===== src/rtl/pcsh_pkg.sv =====
package pcsh_pkg;
    localparam logic SEL_NPC = 1'b0;
    localparam logic SEL_PPC = 1'b1;
endpackage


===== src/rtl/pcsh_shadow.sv =====
module pcsh_shadow #(
    parameter int PC_W = 32
) (
    input  logic            clk,
    input  logic            rst_n,
    input  logic            stalled,
    input  logic [PC_W-1:0] live_pc,
    input  logic            wr_en,
    input  logic [PC_W-1:0] wr_pc,
    output logic [PC_W-1:0] shadow_pc,
    output logic            shadow_ok,
    output logic            differs
);
    typedef struct packed {
        logic            stall;
        logic            valid;
        logic [PC_W-1:0] pc;
    } shd_t;

    shd_t s_d, s_q;

    always_comb begin
        s_d       = s_q;
        s_d.stall = stalled;
        if (stalled && !s_q.stall) begin
            s_d.valid = 1'b1;
            s_d.pc    = live_pc;
        end
        if (!stalled && s_q.stall) begin
            s_d.valid = 1'b0;
        end
        if (wr_en && stalled) begin
            s_d.valid = 1'b1;
            s_d.pc    = wr_pc;
        end
    end

    always_ff @(posedge clk or negedge rst_n) begin
        if (!rst_n) s_q <= '0;
        else        s_q <= s_d;
    end

    assign shadow_pc = s_q.pc;
    assign shadow_ok = s_q.valid && stalled;
    assign differs   = (wr_pc != s_q.pc);

    // Leaving the stall drops the copy
    assert_unstall_clears_R8: assert property (@(posedge clk) disable iff (!rst_n)
        (s_q.stall && !stalled) |=> !s_q.valid);

    // Entering the stall captures the live next-PC
    assert_stall_entry_load_R3: assert property (@(posedge clk) disable iff (!rst_n)
        (!s_q.stall && stalled && !wr_en) |=> (s_q.valid && s_q.pc == $past(live_pc)));
endmodule


===== src/rtl/pcsh_port.sv =====
module pcsh_port
    import pcsh_pkg::*;
#(
    parameter int PC_W = 32
) (
    input  logic            clk,
    input  logic            rst_n,
    input  logic            req_valid,
    output logic            req_ready,
    input  logic            req_write,
    input  logic            req_sel,
    input  logic [PC_W-1:0] req_wdata,
    output logic            rsp_valid,
    output logic [PC_W-1:0] rsp_rdata,
    input  logic [PC_W-1:0] live_npc,
    input  logic [PC_W-1:0] live_ppc,
    input  logic [PC_W-1:0] shadow_pc,
    input  logic            shadow_ok,
    input  logic            differs,
    output logic            npc_wr,
    output logic            redir_valid,
    output logic [PC_W-1:0] redir_pc
);
    typedef struct packed {
        logic            rsp_valid;
        logic [PC_W-1:0] rsp_data;
        logic            redir_valid;
        logic [PC_W-1:0] redir_pc;
    } port_t;

    port_t p_d, p_q;
    logic  fire;
    logic  forward;

    assign req_ready = !p_q.rsp_valid;
    assign fire      = req_valid && req_ready;
    assign npc_wr    = fire && req_write && (req_sel == SEL_NPC);
    assign forward   = npc_wr && !(shadow_ok && !differs);

    always_comb begin
        p_d             = p_q;
        p_d.rsp_valid   = fire;
        p_d.redir_valid = forward;
        if (forward) p_d.redir_pc = req_wdata;
        if (fire) begin
            if (req_write)              p_d.rsp_data = '0;
            else if (req_sel == SEL_PPC) p_d.rsp_data = live_ppc;
            else if (shadow_ok)          p_d.rsp_data = shadow_pc;
            else                         p_d.rsp_data = live_npc;
        end
    end

    always_ff @(posedge clk or negedge rst_n) begin
        if (!rst_n) p_q <= '0;
        else        p_q <= p_d;
    end

    assign rsp_valid   = p_q.rsp_valid;
    assign rsp_rdata   = p_q.rsp_data;
    assign redir_valid = p_q.redir_valid;
    assign redir_pc    = p_q.redir_pc;

    assert_rsp_follows_R2: assert property (@(posedge clk) disable iff (!rst_n)
        (req_valid && req_ready) |=> (rsp_valid && !req_ready));

    assert_redir_pulse_R4: assert property (@(posedge clk) disable iff (!rst_n)
        redir_valid |=> !redir_valid);

    assert_same_dropped_R6: assert property (@(posedge clk) disable iff (!rst_n)
        (npc_wr && shadow_ok && !differs) |=> !redir_valid);

    assert_running_forward_R7: assert property (@(posedge clk) disable iff (!rst_n)
        (npc_wr && !shadow_ok) |=> (redir_valid && redir_pc == $past(req_wdata)));

    assert_ppc_pass_R9: assert property (@(posedge clk) disable iff (!rst_n)
        (req_valid && req_ready && !req_write && req_sel == SEL_PPC)
        |=> (rsp_rdata == $past(live_ppc)));
endmodule


===== src/rtl/pc_shadow_bridge.sv =====
module pc_shadow_bridge #(
    parameter int PC_W = 32
) (
    input  logic            clk,
    input  logic            rst_n,
    input  logic            dbg_req_valid,
    output logic            dbg_req_ready,
    input  logic            dbg_req_write,
    input  logic            dbg_req_sel,
    input  logic [PC_W-1:0] dbg_req_wdata,
    output logic            dbg_rsp_valid,
    output logic [PC_W-1:0] dbg_rsp_rdata,
    input  logic            core_stalled,
    input  logic [PC_W-1:0] core_npc,
    input  logic [PC_W-1:0] core_ppc,
    output logic            core_redirect_valid,
    output logic [PC_W-1:0] core_redirect_pc
);
    logic [PC_W-1:0] shadow_pc;
    logic            shadow_ok;
    logic            differs;
    logic            npc_wr;

    pcsh_shadow #(.PC_W(PC_W)) shadow_i (
        .clk       (clk),
        .rst_n     (rst_n),
        .stalled   (core_stalled),
        .live_pc   (core_npc),
        .wr_en     (npc_wr),
        .wr_pc     (dbg_req_wdata),
        .shadow_pc (shadow_pc),
        .shadow_ok (shadow_ok),
        .differs   (differs)
    );

    pcsh_port #(.PC_W(PC_W)) port_i (
        .clk         (clk),
        .rst_n       (rst_n),
        .req_valid   (dbg_req_valid),
        .req_ready   (dbg_req_ready),
        .req_write   (dbg_req_write),
        .req_sel     (dbg_req_sel),
        .req_wdata   (dbg_req_wdata),
        .rsp_valid   (dbg_rsp_valid),
        .rsp_rdata   (dbg_rsp_rdata),
        .live_npc    (core_npc),
        .live_ppc    (core_ppc),
        .shadow_pc   (shadow_pc),
        .shadow_ok   (shadow_ok),
        .differs     (differs),
        .npc_wr      (npc_wr),
        .redir_valid (core_redirect_valid),
        .redir_pc    (core_redirect_pc)
    );
endmodule


===== config.mk =====
export PLATFORM = sky130hd
export DESIGN_NAME = pc_shadow_bridge
export DESIGN_NICKNAME = d
export VERILOG_FILES = /design/src/rtl/pcsh_pkg.sv /design/src/rtl/pcsh_shadow.sv /design/src/rtl/pcsh_port.sv /design/src/rtl/pc_shadow_bridge.sv
export SDC_FILE = /design/constraint.sdc
export NUM_CORES = 1
export LEC_CHECK = 0
export BUFFER_PORTS_ARGS = -buffer_cell sky130_fd_sc_hd__buf_2
export CAP_MARGIN = 20
export CELL_PAD_IN_SITES_DETAIL_PLACEMENT = 2
export CELL_PAD_IN_SITES_GLOBAL_PLACEMENT = 2
export CORE_ASPECT_RATIO = 1.1
export CORE_MARGIN = 5
export CORE_UTILIZATION = 31
export CTS_CLUSTER_DIAMETER = 100
export DETAILED_ROUTE_END_ITERATION = 8
export PLACE_DENSITY = 0.9
export REMOVE_ABC_BUFFERS = 1
export SLEW_MARGIN = 20
export SYNTH_ARGS = -nofsm -noshare
export SYNTH_HDL_FRONTEND = slang
export SYNTH_SLANG_ARGS = --single-unit
export TNS_END_PERCENT = 5

===== constraint.sdc =====
create_clock -name clk -period 3.32 [get_ports clk]
set_clock_uncertainty 0.2 [all_clocks]
set_input_delay 0 -clock clk [delete_from_list [all_inputs] [get_ports clk]]
set_output_delay 0 -clock clk [all_outputs]
set_load 0.03 [all_outputs]

==> results of run 1 <==
==> metrics by stage <==
stage | hold slack [ps] | std cells | setup TNS (ps) | power (mW) | area (um2)
finish | 60.4 | 993 | 0 | 3.87 | 7410
global route | 83.0 | 993 | 0 | 4.02 | 7410
CTS | 38.4 | 988 | 0 | 3.77 | 7340
detailed placement | 23.0 | 851 | 0 | 2.61 | 5850
global placement | 11.9 | 851 | 0 | 2.54 | 5850
floorplan | -496 | 476 | -30190 | 2.17 | 4660
==> cells by family (layout without fill, tap and decap cells) <==
group,count (synthesis),in the layout,synth area share (%)
flops,100,100,51.7
buf+inv,43,323,3.91
simple gates,144,144,12.8
other cells,0,2,0
compound gates,164,164,18.0
mux,32,32,7.68
xor+xnor,32,32,5.80
==> how the worst min path moves through the flow <==
stage	startpoint	end	cells after the start
after floorplan	rst_n	port_i.redir_pc[0]	0
after detailed placement	rst_n	port_i.rsp_rdata[22]	1
after global routing	core_stalled	shadow_i.s_q[33]	2
after CTS	core_stalled	shadow_i.s_q[33]	2
final	core_stalled	shadow_i.s_q[33]	2
after global placement	rst_n	port_i.rsp_rdata[17]	1
==> sequential cells by signal (all words and copies together) (netlist names) <==
| register | flops |
|---|---|
| shadow_i.s_q | 2 |
| port_i.redir_valid | 1 |
| port_i.redir_pc | 32 |
| port_i.rsp_valid | 1 |
| port_i.rsp_rdata | 32 |
| shadow_i.shadow_pc | 32 |
==> per-layer routing <==
| layer | up-vias | track usage (%) | part of all wire [%] |
|---|---|---|---|
| met2 | 220 | 51.8 | 55 |
| li1 | 2357 | - | - |
| met4 | 4 | 13.8 | 5.2 |
| met1 | 2709 | 28.5 | 35 |
| met5 | - | 0 | 0.075 |
| met3 | 82 | 4.43 | 4.4 |
==> layout make-up <==
type                            count  area [um2]  share of cell area (%)
Inverter                            4        15.0                   0.203
Antenna cell                        2        5.00                  0.0676
Multi-Input combinational cell    372        2160                    29.2
Clock buffer                       13         260                    3.51
Clock inverter                      2        10.0                   0.135
Tap cell                          196         245                    3.31
Sequential cell                   100        2500                    33.8
Timing Repair Buffer              304        2200                    29.8
==> power groups by stage <==
stage | logic (mW) | registers [mW] | clock network (mW)
5_1_grt | 1.33 | 1.59 | 1.10
4_1_cts | 1.19 | 1.55 | 1.03
6_report | 1.26 | 1.58 | 1.04
2_1_floorplan | 0.343 | 1.83 | 0
3_5_place_dp | 1.05 | 1.57 | 0
3_3_place_gp | 0.999 | 1.54 | 0
==> placed cells by master, fill, tap and decap left out, types with 2 or more instances in the layout <==
cell type / synthesis / layout
nand4_1: 7 / 7
clkbuf_8: 0 / 2
o22ai_1: 32 / 32
mux2_4: 3 / 3
a21oi_1: 97 / 97
clkbuf_16: 0 / 9
nor3_1: 2 / 2
dfrtp_1: 100 / 100
buf_2: 4 / 167
mux2_2: 29 / 29
inv_1: 4 / 4
o21ai_0: 32 / 32
xnor2_1: 31 / 31
nand3_1: 33 / 33
nand2_1: 67 / 67
dlygate4sd3_1: 0 / 123
diode_2: 0 / 2
nor2_1: 32 / 32
buf_4: 0 / 12
clkbuf_1: 29 / 2
clkinv_2: 0 / 2
==> worst max-delay path, cell delays in order (launching register included) <==
cell and delay (ps):
dfrtp_1 340, inv_1 50, nand2_1 80, inv_1 120, nand3b_2 150, buf_4 440
nand2_1 580, buf_4 420, o22ai_1 190, a21oi_1 130
==> results.yml, run 1 <==
setup_path:
  crit_end: "shadow_i.shadow_pc[1]"
  r2r-end: "shadow_i.shadow_pc[1]"
  crit_arrival_ps: 2880
  path_class: "reg -> reg"
  cp.required_ps: 3310
  cp-start-kind: "flop"
  regToRegSetupSlack_ps: 420
  critPathLaunch: "port_i.rsp_valid"
  r2r_cells: 9
  cp-end-kind: "flop"
  critPathMaxFanout: 35
  r2r_start: "port_i.rsp_valid"
yosys:
  synth_most_common_cell: "dfrtp_1"
  yosys_warnings: 0
  syn-cell-area_um2: 4840
  netlist.area_leader.share_pct: 51.7
  yosys-top-cells-count: "dfrtp_1 (100), a21oi_1 (97), nand2_1 (67), nand3_1 (33)"
  seq_area_frac_synth_pct: 51.7
  syn_inst: 515
  synth.largest_area_cell: "dfrtp_1"
  synth_flop_cell: "dfrtp_1"
  synth_area_leaders: "dfrtp_1 (52%), a21oi_1 (10%), mux2_2 (6.8%), xnor2_1 (5.6%), nand2_1 (5.2%)"
  post_synth_num_cell_types: 24
  avgSynthCellArea_um2: 9.39
  synth_edf_count: 0
  ys_ff_latch: 100
  async_reset_ff_share_pct: 100
cells_and_area:
  fin_util_pct: 48.8
  nNetsFinal: 893
  syn2layout_area_growth_pct: 53.2
  drive_above_1_share_pct: 28.9
  fill_cells: 1587
power_and_ir_drop:
  p_leak_nw: 3.35
  p_per_area_nw_per_um2: 523
  netSwitchingPower_mw: 1.44
  peakVddDrop_mv: 0.227
  combPwrFrac_pct: 32.4
  p_int_mw: 2.44
  p_sw_share_pct: 37.1
  seq_power_share_pct: 40.7
  clock_power_share_pct: 26.9
placement:
  gp_congestion: 0.766
  io_buffers: 168
  dp_worst_setup_slack_ps: 504
  dp_hpwl_um: 12700
global_routing:
  grt_pass1_wl_um: 37600
  grt_max_degree: 75
  grt_usage_pct: 27.3
  grt.overflow.total: 0
  grt_pass1_vias: 6352
  antenna_found_initial: 4
cts:
  root_buffer: "clkbuf_16"
  numCtsBuffers: 9
  hold_buffers: 122
  max-clock-path-buffers: 2
  h-tree-depth: 3
  clock_latency_ps: 360
  clkSinkCount: 100
  cts_setup_buffers: 0
  cts_tree: "built"
  cts_resized: 0
  path_clk_slew_ps: 70
timing:
  tightest_slew_ps: 1040
  fin_crit_ps: 2900
  rsz0062_at_grt: "false"
  worst_slack_ps: 425
  drv_slew: 0
  fmax_ghz: 0.345
  finalSetupViolations: 0
  max-slew-margin-rel_pct: 30.2
  hold_violations: 0
  min_period_over_period_pct: 87.2
floorplanning:
  io_pins: 169
  dieArea_um2: 18200
  fp.dieW_um: 129
  coreArea_um2: 15200
  fp-row-count: 47
  start_util_pct: 31.9
  die_h_um: 141
flow_run:
  drv_cap: 0
route:
  first_iter_violations: 247
  viasPerCell: 5.41
  drc: 0
  avgRoutedWirePerCell_um: 25.4
  first_pass_iters: 4
  vias: 5372
  postRouteAntennaNets: 0
  wl_um: 25200
hold_path:
  hold_class: "in -> reg"
status:
  outcome: "completed"
Power figures use the tool's default switching activity.
==> inputs of run 2 (changes only) <==
- CELL_PAD_IN_SITES_DETAIL_PLACEMENT: 2 -> 0
==> run 2 against run 1 <==
Against the previous run: power fell by 4.2%; non-clock buffer count rose by 5; clock power barely moved; final cell count rose by 0.30%; setup slack improved by 200 ps; critical path type unchanged; critical endpoint is now shadow_i.shadow_pc[10]; largest power group unchanged.
==> results.yml, run 2 (same netlist as run 1, synthesis figures left out) <==
power_and_ir_drop:
  total_power_mw: 3.71
  combPwrFrac_pct: 31.0
  p_leak_nw: 3.37
  p_int_mw: 2.48
  clock_power_share_pct: 27.8
  seq_power_share_pct: 41.3
  peakVddDrop_mv: 0.279
  p_sw_share_pct: 33.1
  p_per_area_nw_per_um2: 498
  netSwitchingPower_mw: 1.23
floorplanning:
  fp.dieW_um: 129
  fp-row-count: 47
  coreArea_um2: 15200
  start_util_pct: 31.9
  die_h_um: 141
  io_pins: 169
  dieArea_um2: 18200
cells_and_area:
  antennaDiodeCount: 0
  regArea_um2: 2500
  fill_cells: 1394
  multi_input_area_um2: 2160
  mostFrequentLayoutCells: "buf_2 (167), dlygate4sd3_1 (129), dfrtp_1 (100), a21oi_1 (97), nand2_1 (67)"
  layout_commonest_cell: "buf_2"
  syn2layout_area_growth_pct: 54.1
  drive_above_1_share_pct: 28.7
  nNetsFinal: 898
cts:
  clock_latency_ps: 350
  clkSinkCount: 100
  numCtsBuffers: 9
  cts_tree: "built"
  cts_resized: 0
  cts_setup_buffers: 0
  path_clk_slew_ps: 70
  hold_buffers: 128
  h-tree-depth: 3
  root_buffer: "clkbuf_16"
  max-clock-path-buffers: 2
route:
  first_iter_violations: 345
  drt-met1-wl_um: 6960
  wl_met3_um: 947
  drc: 0
  avgRoutedWirePerCell_um: 16.1
  highest_layer: "met4"
  viasPerCell: 4.94
  first_pass_iters: 6
  postRouteAntennaNets: 0
  wl_um: 16100
  wl_met2_um: 7960
  vias: 4917
setup_path:
  cp.required_ps: 3320
  cp-start-kind: "flop"
  crit_arrival_ps: 2690
  path_class: "reg -> reg"
  critPathMaxFanout: 35
  cp-end-kind: "flop"
placement:
  gp_congestion: 0.766
  dp_worst_setup_slack_ps: 560
  dp_hpwl_um: 10200
  io_buffers: 168
timing:
  finalSetupViolations: 0
  hold_violations: 0
  worst_slack_ps: 627
  rsz0062_at_grt: "false"
  max-slew-margin-rel_pct: 28.6
  hold_ws_ps: 30.1
  tightest_slew_ps: 1070
  min_period_over_period_pct: 81.1
  fin_crit_ps: 2690
  drv_slew: 0
  fmax_ghz: 0.371
global_routing:
  grt_max_degree: 75
  grt_pass1_wl_um: 25900
  grt_pass1_vias: 5103
  grt_usage_pct: 17.9
  antenna_found_initial: 0
  grt.overflow.total: 0
hold_path:
  hold_class: "in -> reg"
flow_run:
  drv_cap: 0
status:
  outcome: "completed"
==> run 2: cell types whose count changed in the layout (fill, tap and decap cells not counted), sizes merged <==
cell and delta:
clkbuf +1, buf -1, clkinv -1, dlygate4sd3 +6, diode -2
==> run 2: path summary, 6_finish.rpt <==
| kind | from | end | slack, ps | cells past startpoint |
|---|---|---|---|---|
| setup / recovery | port_i.rsp_valid | shadow_i.shadow_pc[10] | 630 | 9 |
| hold / removal | core_stalled | shadow_i.s_q[33] | 30 | 2 |
| setup reg to reg | port_i.rsp_valid | shadow_i.shadow_pc[10] | 630 | 9 |
| hold reg to reg | port_i.rsp_rdata[29] | port_i.rsp_rdata[29] | 280 | 2 |
| max in group asynchronous | rst_n | port_i.redir_pc[20] | 1870 | 4 |
| min in group asynchronous | rst_n | port_i.rsp_rdata[22] | 470 | 3 |
==> run 2: worst max-delay path, stage by stage (launching register included) <==
cell	delay [ps]
dfrtp_1	340
inv_1	50
nand2_1	70
inv_1	80
nand3b_2	140
buf_4	410
nand2_1	560
buf_4	410
o22ai_1	150
a21oi_1	90
==> run 2: cell type report <==
type / instances / share of cell area [%]
clock inverters: 1 / 0.0671
clock buffers: 14 / 3.81
inverters: 4 / 0.201
repair buffers: 309 / 30.0
multi-input cells: 372 / 29.0
well taps: 196 / 3.29
flip-flops and latches: 100 / 33.6
==> run 2: through the flow <==
| step | TNS (ps) | instances | util [%] | instance area (um2) |
|---|---|---|---|---|
| after floorplan | -30190 | 476 | - | 4660 |
| after global placement | 0 | 851 | 38.6 | 5850 |
| after detailed placement | 0 | 851 | 38.6 | 5850 |
| after CTS | 0 | 994 | 48.9 | 7420 |
| after global routing | 0 | 996 | 49.1 | 7450 |
| final | 0 | 996 | 49.1 | 7450 |
==> run 2: power groups by stage <==
stage	Combinational, mW	Sequential, mW	Clock [mW]
global placement	0.999	1.54	0
finish	1.15	1.53	1.03
floorplan	0.343	1.83	0
global route	1.25	1.56	1.11
detailed placement	1.01	1.55	0
CTS	1.15	1.53	1.06
==> run 2: metal layers <==
metal,track usage (%),up-vias
met5,0,-
met1,23.4,2378
met3,3.22,14
met2,30.4,156
li1,-,2369
met4,5.14,0
